$ cat config.mk
export PLATFORM = sky130hd
export DESIGN_NAME = lp_turnaround_ctrl
export DESIGN_NICKNAME = d
export VERILOG_FILES = /design/src/rtl/lp_ta_pkg.sv /design/src/rtl/lp_ta_clamp.sv /design/src/rtl/lp_ta_timer.sv /design/src/rtl/lp_ta_fsm.sv /design/src/rtl/lp_turnaround_ctrl.sv
export SDC_FILE = /design/constraint.sdc
export NUM_CORES = 1
export LEC_CHECK = 0
export ABC_CLOCK_PERIOD_IN_PS = 4350
export BUFFER_PORTS_ARGS = -buffer_cell sky130_fd_sc_hd__buf_2
export CAP_MARGIN = 10
export CORE_MARGIN = 2
export CORE_UTILIZATION = 60
export CTS_CLUSTER_DIAMETER = 50
export CTS_CLUSTER_SIZE = 40
export DETAILED_ROUTE_END_ITERATION = 10
export GPL_TIMING_DRIVEN = 0
export PLACE_DENSITY_LB_ADDON = 0.1
export SLEW_MARGIN = 40
export SYNTH_ARGS = -nofsm -noshare
export SYNTH_HDL_FRONTEND = slang
export SYNTH_SLANG_ARGS = --single-unit
$ cat constraint.sdc
create_clock -name clk -period 4.35 [get_ports clk]
set_input_delay 0.2175 -clock clk [delete_from_list [all_inputs] [get_ports clk]]
set_output_delay 0.2175 -clock clk [all_outputs]
set_load 0.01 [all_outputs]
$ cat src/rtl/lp_ta_pkg.sv
package lp_ta_pkg;

    localparam logic [1:0] LN_STOP   = 2'b11;
    localparam logic [1:0] LN_REQ    = 2'b10;
    localparam logic [1:0] LN_BRIDGE = 2'b00;

    typedef enum logic [3:0] {
        S_STOP,
        S_LEAD,
        S_REQ10A,
        S_REQ00,
        S_REQ10B,
        S_GO,
        S_R_STOP,
        S_R_SAW10A,
        S_R_SAW00,
        S_R_SAW10B,
        S_SURE,
        S_GET,
        S_EXIT10
    } ta_state_e;

endpackage

$ cat src/rtl/lp_ta_clamp.sv
module lp_ta_clamp #(
    parameter int CW = 8
) (
    input  logic [CW-1:0] lpx_cycles,
    input  logic [CW:0]   sure_cycles,
    output logic [CW-1:0] lpx_eff,
    output logic [CW:0]   sure_eff
);
    logic [CW:0] lo_lim;
    logic [CW:0] hi_lim;

    always_comb begin
        lpx_eff = (lpx_cycles == '0) ? CW'(1) : lpx_cycles;
        lo_lim  = {1'b0, lpx_eff};
        hi_lim  = {lpx_eff, 1'b0};
        if (sure_cycles < lo_lim)
            sure_eff = lo_lim;
        else if (sure_cycles > hi_lim)
            sure_eff = hi_lim;
        else
            sure_eff = sure_cycles;
    end
endmodule

$ cat src/rtl/lp_ta_timer.sv
module lp_ta_timer #(
    parameter int TW = 11
) (
    input  logic          clk,
    input  logic          rst_n,
    input  logic          clr,
    input  logic [TW-1:0] limit,
    output logic          expire
);
    logic [TW-1:0] cnt_q;

    always_ff @(posedge clk or negedge rst_n) begin
        if (!rst_n)
            cnt_q <= '0;
        else if (clr)
            cnt_q <= '0;
        else
            cnt_q <= cnt_q + TW'(1);
    end

    assign expire = (cnt_q == (limit - TW'(1)));
endmodule

$ cat src/rtl/lp_ta_fsm.sv
module lp_ta_fsm
    import lp_ta_pkg::*;
#(
    parameter int CW          = 8,
    parameter bit START_AS_TX = 1'b1,
    localparam int TW         = CW + 3
) (
    input  logic          clk,
    input  logic          rst_n,
    input  logic          start,
    input  logic [1:0]    lp_in,
    input  logic [CW-1:0] lpx_eff,
    input  logic [CW:0]   sure_eff,
    input  logic          expire,
    output logic          clr,
    output logic [TW-1:0] limit,
    output logic [1:0]    lp_out,
    output logic          tx_dir,
    output logic          ta_done
);
    localparam ta_state_e RST_STATE = START_AS_TX ? S_STOP : S_R_STOP;

    ta_state_e state_q, state_d;
    logic      done_q;
    logic [TW-1:0] l1, l4, l5, ls;

    assign l1 = TW'(lpx_eff);
    assign l4 = TW'({lpx_eff, 2'b00});
    assign l5 = l4 + l1;
    assign ls = TW'(sure_eff);

    always_ff @(posedge clk or negedge rst_n) begin
        if (!rst_n) begin
            state_q <= RST_STATE;
            done_q  <= 1'b0;
        end else begin
            state_q <= state_d;
            done_q  <= (state_q == S_EXIT10) && (state_d == S_STOP);
        end
    end

    always_comb begin
        state_d = state_q;
        unique case (state_q)
            S_STOP:     if (start)  state_d = S_LEAD;
            S_LEAD:     if (expire) state_d = S_REQ10A;
            S_REQ10A:   if (expire) state_d = S_REQ00;
            S_REQ00:    if (expire) state_d = S_REQ10B;
            S_REQ10B:   if (expire) state_d = S_GO;
            S_GO:       if (expire) state_d = S_R_STOP;
            S_R_STOP:   if (lp_in == LN_REQ) state_d = S_R_SAW10A;
            S_R_SAW10A: begin
                if (lp_in == LN_BRIDGE)   state_d = S_R_SAW00;
                else if (lp_in != LN_REQ) state_d = S_R_STOP;
            end
            S_R_SAW00: begin
                if (lp_in == LN_REQ)         state_d = S_R_SAW10B;
                else if (lp_in != LN_BRIDGE) state_d = S_R_STOP;
            end
            S_R_SAW10B: begin
                if (lp_in == LN_BRIDGE)   state_d = S_SURE;
                else if (lp_in != LN_REQ) state_d = S_R_STOP;
            end
            S_SURE:     if (expire) state_d = S_GET;
            S_GET:      if (expire) state_d = S_EXIT10;
            S_EXIT10:   if (expire) state_d = S_STOP;
            default:    state_d = RST_STATE;
        endcase
    end

    assign clr = (state_d != state_q);

    always_comb begin
        lp_out = LN_STOP;
        tx_dir = 1'b1;
        limit  = l1;
        unique case (state_q)
            S_STOP:     lp_out = LN_STOP;
            S_LEAD:     lp_out = LN_STOP;
            S_REQ10A:   lp_out = LN_REQ;
            S_REQ00:    lp_out = LN_BRIDGE;
            S_REQ10B:   lp_out = LN_REQ;
            S_GO: begin
                lp_out = LN_BRIDGE;
                limit  = l4;
            end
            S_R_STOP, S_R_SAW10A, S_R_SAW00, S_R_SAW10B: tx_dir = 1'b0;
            S_SURE: begin
                tx_dir = 1'b0;
                limit  = ls;
            end
            S_GET: begin
                lp_out = LN_BRIDGE;
                limit  = l5;
            end
            S_EXIT10:   lp_out = LN_REQ;
            default:    tx_dir = 1'b0;
        endcase
    end

    assign ta_done = done_q;
endmodule

$ cat src/rtl/lp_turnaround_ctrl.sv
module lp_turnaround_ctrl #(
    parameter int CW          = 8,
    parameter bit START_AS_TX = 1'b1
) (
    input  logic          clk,
    input  logic          rst_n,
    input  logic [CW-1:0] lpx_cycles,
    input  logic [CW:0]   sure_cycles,
    input  logic          start,
    input  logic [1:0]    lp_in,
    output logic [1:0]    lp_out,
    output logic          tx_dir,
    output logic          ta_done
);
    localparam int TW = CW + 3;

    logic [CW-1:0] lpx_eff;
    logic [CW:0]   sure_eff;
    logic          clr;
    logic          expire;
    logic [TW-1:0] limit;

    lp_ta_clamp #(.CW(CW)) u_clamp (
        .lpx_cycles (lpx_cycles),
        .sure_cycles(sure_cycles),
        .lpx_eff    (lpx_eff),
        .sure_eff   (sure_eff)
    );

    lp_ta_timer #(.TW(TW)) u_timer (
        .clk   (clk),
        .rst_n (rst_n),
        .clr   (clr),
        .limit (limit),
        .expire(expire)
    );

    lp_ta_fsm #(.CW(CW), .START_AS_TX(START_AS_TX)) u_fsm (
        .clk     (clk),
        .rst_n   (rst_n),
        .start   (start),
        .lp_in   (lp_in),
        .lpx_eff (lpx_eff),
        .sure_eff(sure_eff),
        .expire  (expire),
        .clr     (clr),
        .limit   (limit),
        .lp_out  (lp_out),
        .tx_dir  (tx_dir),
        .ta_done (ta_done)
    );
endmodule

==> summary.md, run 1 <==
| Metric | Value |
|---|---|
| Total DRC errors in the routed layout | `0` |
| Run status | `finished clean` |
| Global-route wire length before repair | `12100 microns` |
| Leakage dissipation | `1.35 nW` |
| Number of storage elements in the synthesis netlist | `16` |
| Final number of setup-violating endpoints | `0` |
| Floorplan row count | `25` |
| Instance area after placement | `roughly 3000 sq um` |
| Initial Util | `between 60% and 70%` |
| Final std cell area, no fill | `between 3000 and 4000 sq um` |
| Clock Sinks | `16` |
| Number of instances in the synthesized netlist | `between 300 and 400` |
| Number of flops mapped to enable cells by yosys | `0` |
| Worst slew margin relative to its limit | `about 55%` |
| Critical Path RT | `roughly 4500 ps` |
| Final worst-path cycle share | `a little over nine tenths` |
| Final design utilization | `68.1%` |
| Wire per inst | `16.0 microns` |
| Die X-Extent | `73.6 microns` |
| Worst hold slack after final layout | `between 200 and 300 ps` |
| Class of the worst hold path | `in2reg` |
| Antenna violations before repair | `0` |
| Gpl congestion | `0.941` |
| WP buf/inv | `4` |
| Setup crit start kind | `input port` |
| Final ANT Viol Nets | `0` |
| Hold_sp | `lp_in[0]` |
| Share of final-layout standard cells stronger than drive strength 1 | `a little over a fifth` |
| Path depth of the worst reg2reg path | `16` |
| Fmax achieved | `approximately 240 MHz` |
| Final-layout setup total negative slack | `0 ps` |
| Footprint of the flip-flops and latches | `about 400 sq um` |
| Setup slack, reg-to-reg | `~660 ps` |
| Via density per instance | `~6.5` |
| Total gr overflow | `0` |
| Standard cell core area | `~4700 sq um` |
| Transition time at the pin with the least slew margin | `about 680 ps` |
| Crit-path cells | `buf_2 > clkinvlp_4 > ha_1 > nand4b_4 > nor2_1 > nand4bb_2 > o21ai_2 > mux2_4 > a211oi_2 > or3b_1 > xnor2_1 > o211a_2 > nand4bb_1 > buf_4 > o31ai_4 > buf_6 > nor2_2` |
| Fin crit period | `~4100 ps` |
| Vias | `2976` |
| Via count of the first global-routing pass | `around 2600` |
| Final Hold Violating Endpoints | `0` |
| Type of the setup path with the least slack | `in2reg` |
| Average cell area after synthesis | `7.74 sq um` |
| Filler Cell Count | `around 420` |
| DIE AREA | `~5400 sq um` |
| Detailed-router iteration count before antenna repair | `5` |
| Power per unit of standard cell area | `402 nW/um^2` |
| Maximum resistive drop on vdd | `roughly 0.00032 V` |
| Total global-route track usage | `roughly 28%` |
| Syn Std Cell Area | `between 2000 and 3000 sq um` |
| Max-slew violation total from the final report | `0` |
| Insertion delay of the later-clocked pin in the worst-skew pair | `around 250 ps` |
| Post-Route Skew | `between 1 and 1.5 ps` |
| Primary flip-flop cell chosen by synthesis mapping | `sky130_fd_sc_hd__dfrtp_1` |
| Number of max-capacitance violations reported | `0` |
| Library cells used by synthesis | `77` |
| Async SR Flop Fraction | `100%` |
| Cts bufs inserted | `3` |
| CTS tree | `built` |
| I/O Pins | `26` |
| Maximum number of buffers from clock root to sink | `2` |
| Area taken by multi-input logic gates | `between 2000 and 2500 sq um` |
| Data arrival at the endpoint of the critical path | `about 4300 ps` |
| Placed insts | `between 400 and 500` |
| Capture endpoint of the worst hold path | `u_fsm.state_q[3]` |
| Delay-heaviest family, CP | `simple AND/OR/NAND/NOR gates` |
| Synth-to-layout area growth | `10.0%` |
| YS warnings | `0` |
| Max stage delay on crit path | `410 ps` |
| Crit end category | `flop` |
| Total length of routed wires | `between 7000 and 8000 microns` |
| Cell chosen for the clock root | `sky130_fd_sc_hd__clkbuf_8` |
| Worst reg2reg endpoint | `u_timer.cnt_q[9]` |
| Layout Cells excl Fill | `~460` |
| Share of the yosys chip area belonging to registers | `between 10% and 20%` |
| R2r startpoint | `u_fsm.state_q[3]` |
| Post-Synthesis Net Count | `approximately 420` |
| Crit-path max FO | `11` |
| Total Nets Final | `449` |
| Dpl hpwl | `approximately 5800 microns` |
| Clk pin slew, worst setup/hold paths | `~60 ps` |
| Number of input and output port buffers inserted | `24` |
| Cell at the slowest stage of the critical path | `sky130_fd_sc_hd__or3b_1` |
| Cell depth of the worst setup path | `17` |
| Pin count of the biggest net entering global routing | `17` |
| Hold depth | `2` |
| CTS HTree Levels | `1` |
| First DRT Iteration DRCs | `around 240` |
| Number of antenna cells inserted | `0` |
| Vertical die dimension | `around 74 microns` |
==> metrics by stage <==
stage          worst slack, ps  total power [mW]
6_report                   233              1.28
5_1_grt                  -2.97              1.40
4_1_cts                   6.33              1.27
3_5_place_dp              -235              1.14
3_3_place_gp              -217              1.12
2_1_floorplan              648             0.949
==> power breakdown <==
| group | leakage (nW) | internal (mW) | switching, mW |
|---|---|---|---|
| Combinational | 1.11 | 0.385 | 0.537 |
| Clock | 0.0288 | 0.0803 | 0.0486 |
| Sequential | 0.210 | 0.185 | 0.0477 |
| Total | 1.35 | 0.650 | 0.633 |
==> layout by cell type (no fill, tap or decap), types with 5 or more instances in the layout <==
cell type / instances
sky130_fd_sc_hd__buf_2: 27
sky130_fd_sc_hd__xnor2_1: 13
sky130_fd_sc_hd__nand2b_1: 6
sky130_fd_sc_hd__o22ai_1: 5
sky130_fd_sc_hd__nand3_1: 10
sky130_fd_sc_hd__dfrtp_1: 16
sky130_fd_sc_hd__ha_1: 19
sky130_fd_sc_hd__buf_6: 8
sky130_fd_sc_hd__a31oi_1: 8
sky130_fd_sc_hd__nor2_2: 12
sky130_fd_sc_hd__or3_1: 9
sky130_fd_sc_hd__xor2_1: 9
sky130_fd_sc_hd__nor3_1: 13
sky130_fd_sc_hd__nand2_1: 26
sky130_fd_sc_hd__clkbuf_1: 9
sky130_fd_sc_hd__o21ai_0: 18
sky130_fd_sc_hd__inv_1: 17
sky130_fd_sc_hd__nor2_1: 27
sky130_fd_sc_hd__o21ai_1: 5
sky130_fd_sc_hd__and3_1: 5
sky130_fd_sc_hd__o211ai_1: 8
sky130_fd_sc_hd__a21oi_1: 26
==> Yosys cell counts, drive strengths merged (5+ instances only) <==
| master | n | area share [%] |
|---|---|---|
| or3 | 9 | 1.9 |
| and3 | 5 | 1.1 |
| nor2 | 39 | 6.1 |
| nor4 | 6 | 1.5 |
| buf | 13 | 4.1 |
| nand3 | 10 | 1.7 |
| a31oi | 9 | 1.9 |
| o211ai | 8 | 2.1 |
| nor3 | 15 | 2.8 |
| o22ai | 5 | 1.1 |
| inv | 19 | 2.5 |
| xnor2 | 13 | 3.9 |
| dfrtp | 16 | 14 |
| o21ai | 27 | 5.2 |
| ha | 20 | 8.6 |
| xor2 | 9 | 2.7 |
| nand2 | 27 | 3.6 |
| a21oi | 27 | 4.7 |
| nand2b | 6 | 1.3 |
| clkbuf | 9 | 1.2 |
==> cell type report <==
class / count / area share [%]
buffer: 21 / 4.58
clock buffer: 4 / 1.72
inverter: 20 / 2.47
multi-input combinational: 317 / 72.0
sequential: 16 / 12.5
tap: 54 / 2.11
timing repair buffer: 27 / 4.54
==> layer usage <==
| layer | vias up | global-route usage [%] | wire, microns | part of all wire, % |
|---|---|---|---|---|
| li1 | 1463 | - | - | - |
| met1 | 1402 | 39.4 | 3320 | 45 |
| met2 | 101 | 47.7 | 3560 | 49 |
| met3 | 10 | 0.960 | 348 | 4.8 |
| met4 | 0 | 6.46 | 96 | 1.3 |
| met5 | - | 0 | 0 | 0 |
==> worst max-delay path by stage <==
stage,from,to
final,lpx_cycles[6],u_timer.cnt_q[9]
after global routing,lpx_cycles[6],u_timer.cnt_q[8]
after CTS,lpx_cycles[6],u_timer.cnt_q[9]
after detailed placement,lpx_cycles[6],u_timer.cnt_q[9]
after global placement,lpx_cycles[6],u_timer.cnt_q[9]
after floorplan,lpx_cycles[6],u_timer.cnt_q[2]
==> registers in the layout, indices dropped and copies added, names as in the netlist <==
signal,cells
u_fsm.ta_done,1
u_fsm.state_q,4
u_timer.cnt_q,11
==> logic make-up (layout without fill, tap and decap cells) <==
logic type / count (synthesis) / after routing / share of synthesized area, %
simple gates: 151 / 151 / 30.6
xor+xnor: 22 / 22 / 6.64
buf+inv: 42 / 72 / 7.80
mux: 8 / 8 / 3.19
fa+ha+maj: 21 / 21 / 9.31
flops: 16 / 16 / 13.8
compound gates: 115 / 115 / 28.7
==> what timing repair did <==
| action | 4_1_cts | 5_1_grt |
|---|---|---|
| setup endpoints to repair | 0 | 14 |
| endpoints found under the hold margin | 16 | 0 |
| buffers inserted | 0 | 2 |
| hold buffers | 1 | 0 |
| gates resized for setup | 0 | 6 |
Power figures use the tool's default switching activity.
==> inputs of run 2 (changes only) <==
ABC_CLOCK_PERIOD_IN_PS = 4180   (was 4350)
SETUP_SLACK_MARGIN = 0.4   (was default)
clock period = 4.18 ns   (was 4.35 ns; I/O delays follow)
==> run 2 against run 1 <==
Final area grew 19%. Cell count is 7.4% higher. Sequential power grew 4%. Hold slack better by 1.6 ps. Non-clock buffer count up 34. Wire length is 31% higher.
==> summary.md, run 2 (synthesis gave the netlist of run 1 again) <==
| Metric | Value |
|---|---|
| Max-slew violation total from the final report | `0 (unchanged)` |
| Die X-Extent | `73.6 microns (unchanged)` |
| Crit-path cells | `buf_8 > buf_8 > nor3_4 > a21oi_2 > inv_2 > ha_4 > nor2b_1 > o211ai_1 > buf_4 > and3b_2 > buf_6 > o21ai_0 > a31oi_4 > o21bai_4 > nor4b_4 > mux2i_1 > a211o_1 > nand4bb_1 > buf_6 > buf_4 > mux2_4 > o221ai_2` |
| Final std cell area, no fill | `3820 sq um (+19%)` |
| Unrepaired setup endpoints after global routing | `true` |
| Final Hold Violating Endpoints | `0 (unchanged)` |
| Area taken by multi-input logic gates | `2610 sq um (+13%)` |
| I/O Pins | `26 (unchanged)` |
| Insertion delay of the later-clocked pin in the worst-skew pair | `250 ps (about the same)` |
| Delay-heaviest family, CP | `compound AO/OA/AOI/OAI gates` |
| WP buf/inv | `7 (+3)` |
| Fmax achieved | `about 250 MHz` |
| Detailed-router iteration count before antenna repair | `6 (+1)` |
| Crit-path max FO | `7 (-4)` |
| CTS HTree Levels | `1 (unchanged)` |
| Final number of setup-violating endpoints | `0 (unchanged)` |
| Clock Sinks | `16 (unchanged)` |
| Filler Cell Count | `310 (-27%)` |
| Wire per inst | `19.5 microns (+22%)` |
| Placed insts | `453 (unchanged)` |
| Vias | `3395 (+14%)` |
| Class of the worst hold path | `in2reg` |
| Footprint of the flip-flops and latches | `400 sq um (unchanged)` |
| Post-Route Skew | `2.92 ps (+1.81 ps)` |
| Maximum resistive drop on vdd | `0.000333 V (+4.9%)` |
| Standard cell core area | `4690 sq um (unchanged)` |
| Most common cell after layout, fill and taps aside | `sky130_fd_sc_hd__buf_4` |
| Synth-to-layout area growth | `31.5%` |
| Crit end category | `flop` |
| Transition time at the pin with the least slew margin | `713 ps (+36.1 ps)` |
| Maximum number of buffers from clock root to sink | `2 (unchanged)` |
| Data arrival at the endpoint of the critical path | `4100 ps (-160 ps)` |
| Dpl hpwl | `5770 microns (unchanged)` |
| Flip-flop count of the largest register, all copies and words added | `11 (unchanged)` |
| Cell at the slowest stage of the critical path | `sky130_fd_sc_hd__nor4b_4` |
| Cts bufs inserted | `3 (unchanged)` |
| Clk pin slew, worst setup/hold paths | `60 ps (about the same)` |
| Total DRC errors in the routed layout | `0 (unchanged)` |
| Power per unit of standard cell area | `399 nW/um^2 (-0.66%)` |
| Vertical die dimension | `73.6 microns (unchanged)` |
| Number of max-capacitance violations reported | `0 (unchanged)` |
| Number of input and output port buffers inserted | `24 (unchanged)` |
| Global-route wire length before repair | `12800 microns (+5.5%)` |
| Type of the setup path with the least slack | `in2reg` |
| Layout Cells excl Fill | `493 (+7.4%)` |
| Gpl congestion | `0.941 (unchanged)` |
| Via count of the first global-routing pass | `2731 (+5.5%)` |
| Register with the most flip-flops | `u_timer.cnt_q` |
| Final ANT Viol Nets | `0 (unchanged)` |
| Initial Util | `61.9% (unchanged)` |
| Number of antenna cells inserted | `0 (unchanged)` |
| Total global-route track usage | `29.9% (+1.8 points)` |
| Total gr overflow | `0 (unchanged)` |
| First DRT Iteration DRCs | `450 (+91%)` |
| Via density per instance | `6.89 (+6.2%)` |
| Cell chosen for the clock root | `sky130_fd_sc_hd__clkbuf_8` |
| DIE AREA | `5410 sq um (unchanged)` |
| Final worst-path cycle share | `between 90 and 100%` |
| Fin crit period | `between 3000 and 4000 ps` |
| Worst slew margin relative to its limit | `51.8% (-2.9 points)` |
| Run status | `finished clean` |
| Total Nets Final | `483 (+7.6%)` |
| Floorplan row count | `25 (unchanged)` |
| Instance area after placement | `3090 sq um (unchanged)` |
| Critical Path RT | `4340 ps (-150 ps)` |
| CTS tree | `built` |
| Commonest non-fill, non-tap cells in the layout | `sky130_fd_sc_hd__buf_4, sky130_fd_sc_hd__nor2_1, sky130_fd_sc_hd__nand2_1` |
| Final Total Pwr | `1.52 mW (+19%)` |
| Share of final-layout standard cells stronger than drive strength 1 | `35.3% (+14 points)` |
| Total length of routed wires | `9620 microns (+31%)` |
| Antenna violations before repair | `0 (unchanged)` |
| Leakage dissipation | `1.57 nW (+16%)` |
| Max stage delay on crit path | `380 ps (-30 ps)` |
| Pin count of the biggest net entering global routing | `17 (unchanged)` |
| Setup crit start kind | `input port` |
run 2: cell count changes in the layout (fill, tap and decap cells not counted), sizes merged:
cell / before / now
buf: 38 / 71
clkbuf: 13 / 14
inv: 18 / 16
clkinvlp: 1 / 3
run 2: worst paths after layout:
path	start	to	slack, ps	cells after the start
max reg2reg	u_fsm.state_q[3]	u_fsm.state_q[0]	390	16
max	lpx_cycles[6]	u_fsm.state_q[0]	250	22
min in group asynchronous	rst_n	u_timer.cnt_q[9]	400	2
min reg2reg	u_timer.cnt_q[0]	u_timer.cnt_q[0]	590	1
min	lp_in[0]	u_fsm.state_q[3]	290	2
max in group asynchronous	rst_n	u_fsm.state_q[1]	3520	2
run 2: where the power goes:
group | internal [mW] | switching, mW | leakage (nW) | total, mW
registers | 0.192 | 0.0501 | 0.210 | 0.242
logic | 0.495 | 0.654 | 1.33 | 1.15
clock network | 0.0835 | 0.0490 | 0.0288 | 0.132
total | 0.771 | 0.753 | 1.57 | 1.52
run 2: per-stage QoR:
stage	hold WS [ps]	util (%)	worst slack (ps)	TNS, ps
floorplan	-86.6	-	486	0
global placement	133	65.9	-379	-4510
detailed placement	131	65.9	-396	-4800
CTS	283	70.6	410	0
global route	288	81.4	114	0
finish	289	81.4	246	0
run 2: routing by layer:
| metal | up-vias | global-route usage, % | share of wire [%] |
|---|---|---|---|
| met5 | - | 0 | 0 |
| met4 | 0 | 9.29 | 4.8 |
| met3 | 48 | 1.37 | 8.4 |
| met2 | 218 | 51.2 | 47 |
| met1 | 1581 | 40.4 | 39 |
| li1 | 1548 | - | - |
run 2: what timing repair did:
action,CTS,global route
gates resized for setup,20,64
cloned,1,1
endpoints found under the hold margin,16,0
setup buffers,7,26
endpoints found under the setup margin,16,15
pin swaps,7,37
hold buffers,1,0
run 2: worst reg2reg max path, stage by stage (launching register included):
cell and delay [ps]:
sky130_fd_sc_hd__dfrtp_1 410, sky130_fd_sc_hd__buf_6 150, sky130_fd_sc_hd__and4b_1 180, sky130_fd_sc_hd__buf_6 140
sky130_fd_sc_hd__a21o_1 180, sky130_fd_sc_hd__a2111oi_2 370, sky130_fd_sc_hd__a311o_1 300, sky130_fd_sc_hd__a31oi_4 70
sky130_fd_sc_hd__o21bai_4 230, sky130_fd_sc_hd__nor4b_4 380, sky130_fd_sc_hd__mux2i_1 120, sky130_fd_sc_hd__a211o_1 310
sky130_fd_sc_hd__nand4bb_1 130, sky130_fd_sc_hd__buf_6 130, sky130_fd_sc_hd__buf_4 140, sky130_fd_sc_hd__mux2_4 310
sky130_fd_sc_hd__o221ai_2 160
run 2: cell type report:
type,count,share of cell area [%]
plain buffers,22,4.75
clock buffers,4,1.44
inverters,20,2.26
multi-input cells,317,68.3
flip-flops and latches,16,10.5
well taps,54,1.77
repair buffers,60,11.0
==> inputs of run 3 (changes only) <==
--- a/config.mk
+++ b/config.mk
@@ -15,2 +15,3 @@
 export DETAILED_ROUTE_END_ITERATION = 10
+export GPL_ROUTABILITY_DRIVEN = 0
 export GPL_TIMING_DRIVEN = 0
==> constraint.sdc (replaced) <==
create_clock -name clk -period 4.18 [get_ports clk]
set_input_delay 0.418 -clock clk [delete_from_list [all_inputs] [get_ports clk]]
set_output_delay 0.418 -clock clk [all_outputs]
set_load 0.01 [all_outputs]
==> run 3 against run 2 <==
Hold slack lost 220 ps. Core utilization grew 0.35 points. Final area grew 0.43%. Non-clock buffer count grew 1. First-iteration DRC count shrank 0.67%. Maximum frequency shrank 2.5%. Sequential power is essentially flat. Worst setup slack lost 100 ps. Cell count grew 0.20%. Critical path depth shrank 1. Highest routed layer unchanged.
==> summary.md, run 3 (synthesis gave the netlist of run 1 again) <==
| Metric | Value |
|---|---|
| Run status | `finished clean` |
| Number of antenna cells inserted | `0 (unchanged)` |
| Global-route wire length before repair | `13000 microns (+1.7%)` |
| Portion of total power attributed to the clock network | `8.5% (-0.2 points)` |
| Final Hold Violating Endpoints | `0 (unchanged)` |
| Critical path startpoint | `lpx_cycles[4]` |
| Max-slew violation total from the final report | `0 (unchanged)` |
| Delay-heaviest family, CP | `compound AO/OA/AOI/OAI gates` |
| Sw Pwr | `774 uW (+2.8%)` |
| Maximum number of buffers from clock root to sink | `2 (unchanged)` |
| Fin crit period | `4040 ps (+101 ps)` |
| Type of the setup path with the least slack | `in2reg` |
| Initial Util | `61.9% (unchanged)` |
| Register with the most flip-flops | `u_timer.cnt_q` |
| Worst hold slack after final layout | `68.4 ps (-221 ps)` |
| Worst slew margin relative to its limit | `55.6% (+3.7 points)` |
| Post-placement setup slack | `-330 ps (+66.0 ps)` |
| First DRT Iteration DRCs | `447 (-0.67%)` |
| Final-layout setup total negative slack | `0 ps (unchanged)` |
| Die X-Extent | `73.6 microns (unchanged)` |
| Crit-path cells | `buf_12 > nor4_4 > a21oi_2 > inv_2 > ha_4 > nor2b_1 > o211ai_1 > a21oi_2 > o21ai_2 > buf_4 > buf_6 > o2111a_2 > o21ai_2 > or3b_1 > xnor2_1 > o211a_2 > nand4bb_1 > buf_6 > o31ai_4 > buf_6 > nor2_2` |
| Placed insts | `453 (unchanged)` |
| Cell internal pwr | `802 uW (+4.0%)` |
| Max stage delay on crit path | `420 ps (+40 ps)` |
| Combinational cell fraction of total power | `76.0% (+0.6 points)` |
| Final design utilization | `81.7% (+0.35 points)` |
| Class of the worst hold path | `in2async` |
| Final Total Pwr | `1.58 mW (+3.4%)` |
| R2r startpoint | `u_fsm.state_q[3]` |
| Maximum resistive drop on vdd | `0.000381 V (+14%)` |
| Layout Cells excl Fill | `494 (+0.20%)` |
| Switching power as a share of total power | `49.1% (-0.29 points)` |
| Vertical die dimension | `73.6 microns (unchanged)` |
| Final std cell area, no fill | `3830 sq um (+0.43%)` |
| I/O Pins | `26 (unchanged)` |
| Termination of the worst setup path | `u_timer.cnt_q[4]` |
| Clk pin slew, worst setup/hold paths | `60 ps (about the same)` |
| Synth-to-layout area growth | `32.1%` |
| Via count of the first global-routing pass | `2814 (+3.0%)` |
| Smallest setup slack after layout | `144 ps (-101 ps)` |
| Antenna violations before repair | `0 (unchanged)` |
| Number of max-capacitance violations reported | `0 (unchanged)` |
| Setup slack, reg-to-reg | `260 ps (-130 ps)` |
| DIE AREA | `5410 sq um (unchanged)` |
| Worst reg2reg endpoint | `u_timer.cnt_q[4]` |
| Number of hold buffers added after CTS | `0 (-1)` |
| Pin count of the biggest net entering global routing | `17 (unchanged)` |
| Cell at the slowest stage of the critical path | `sky130_fd_sc_hd__or3b_1` |
| Critical Path RT | `4310 ps (-30 ps)` |
| Fmax achieved | `248 MHz (-2.5%)` |
| Leakage dissipation | `1.59 nW (+1.0%)` |
| Setup crit start kind | `input port` |
| Most common cell after layout, fill and taps aside | `sky130_fd_sc_hd__buf_4` |
| Total global-route track usage | `30.5% (+0.65 points)` |
| Post-Route Skew | `1.73 ps (-1.19 ps)` |
| Transition time at the pin with the least slew margin | `656 ps (-57.2 ps)` |
| Total DRC errors in the routed layout | `0 (unchanged)` |
| WP buf/inv | `6 (-1)` |
| Cts bufs inserted | `3 (unchanged)` |
| Via density per instance | `6.77 (-1.8%)` |
| Instance area after placement | `3170 sq um (+2.5%)` |
| Flip-flop count of the largest register, all copies and words added | `11 (unchanged)` |
| Cell depth of the worst setup path | `21 (-4.5%)` |
| Share of final-layout standard cells stronger than drive strength 1 | `36.8% (+1.5 points)` |
| Total length of routed wires | `9340 microns (-2.8%)` |
| Vias | `3342 (-1.6%)` |
| Commonest non-fill, non-tap cells in the layout | `sky130_fd_sc_hd__buf_4, sky130_fd_sc_hd__nor2_1, sky130_fd_sc_hd__nand2_1` |
| Power per unit of standard cell area | `411 nW/um^2 (+3.0%)` |
| CTS HTree Levels | `1 (unchanged)` |
| Final worst-path cycle share | `96.5% (+2.4 points)` |
| Path depth of the worst reg2reg path | `15 (-1)` |
| Total gr overflow | `0 (unchanged)` |
| Number of input and output port buffers inserted | `24 (unchanged)` |
| Cell chosen for the clock root | `sky130_fd_sc_hd__clkbuf_8` |
| Final number of setup-violating endpoints | `0 (unchanged)` |
| Crit end category | `flop` |
| Insertion delay of the later-clocked pin in the worst-skew pair | `250 ps (about the same)` |
| Standard cell core area | `4690 sq um (unchanged)` |
| Floorplan row count | `25 (unchanged)` |
| Detailed-router iteration count before antenna repair | `7 (+1)` |
| Top cell by count, worst path | `sky130_fd_sc_hd__buf_6` |
| Data arrival at the endpoint of the critical path | `4170 ps (+70 ps)` |
| Crit-path max FO | `6 (-1)` |
| Unrepaired setup endpoints after global routing | `true` |
| Final ANT Viol Nets | `0 (unchanged)` |
| CTS tree | `built` |
| Sequential cell fraction of total power | `15.5% (-0.4 points)` |
| Wire per inst | `18.9 microns (-3.0%)` |
| Total Nets Final | `484 (+0.21%)` |
| Dpl hpwl | `5880 microns (+1.9%)` |
| Clock Sinks | `16 (unchanged)` |
==> run 3: cell types whose count changed in the layout (fill, tap and decap cells not counted), sizes merged <==
| cell | change |
|---|---|
| clkbuf | -1 |
| buf | +3 |
| dlygate4sd3 | -1 |
==> run 3: how the worst min path moves through the flow <==
stage / endpoint / slack, ps / cells past startpoint
6_report: u_timer.cnt_q[9] / 70 / 1
2_1_floorplan: u_fsm.state_q[0] / 120 / 0
3_3_place_gp: u_timer.cnt_q[9] / 340 / 1
5_1_grt: u_timer.cnt_q[6] / 100 / 1
4_1_cts: u_timer.cnt_q[9] / 70 / 1
3_5_place_dp: u_timer.cnt_q[9] / 340 / 1
==> run 3: final cells by class <==
type | count | area [sq um]
buffer | 22 | 194
clock buffer | 4 | 55.1
fill | 304 | 857
inverter | 20 | 86.3
multi-input combinational | 317 | 2600
sequential | 16 | 400
tap | 54 | 67.6
timing repair buffer | 61 | 430
==> run 3: worst reg2reg max path, stage by stage, from the launching register on <==
cell                        delay [ps]
sky130_fd_sc_hd__dfrtp_1           410
sky130_fd_sc_hd__buf_6             150
sky130_fd_sc_hd__nand4bb_1         330
sky130_fd_sc_hd__mux2i_1           200
sky130_fd_sc_hd__nor3_1            500
sky130_fd_sc_hd__nand4_1           160
sky130_fd_sc_hd__o311ai_1          220
sky130_fd_sc_hd__o21bai_4          200
sky130_fd_sc_hd__nor4b_4           380
sky130_fd_sc_hd__mux2i_1           230
sky130_fd_sc_hd__a211o_1           150
sky130_fd_sc_hd__nand4bb_1         140
sky130_fd_sc_hd__buf_6             170
sky130_fd_sc_hd__o31ai_4           340
sky130_fd_sc_hd__buf_6             190
sky130_fd_sc_hd__nor2_2             40
==> run 3: what timing repair did <==
| action | in CTS | in global routing |
|---|---|---|
| gates resized for setup | 34 | 45 |
| setup buffers | 20 | 16 |
| setup endpoints to repair | 16 | 16 |
| gates cloned | 1 | 0 |
| pin swaps | 24 | 42 |
| hold endpoints to repair | 0 | 0 |
==> run 3: power by group through the flow <==
stage          sequential, mW  clock [mW]  combinational [mW]
2_1_floorplan           0.230           0               0.773
3_3_place_gp            0.242           0               0.942
3_5_place_dp            0.242           0               0.959
4_1_cts                 0.240       0.136                1.06
5_1_grt                 0.250       0.141                1.29
6_report                0.244       0.133                1.20
==> run 3: per-layer routing <==
layer  wire length, microns  global-route usage [%]  share of wire [%]
met1                   3700                    39.7                 40
met2                   4590                    52.0                 49
met3                    617                    2.74                6.6
met4                    440                    11.7                4.7
met5                      0                       0                  0
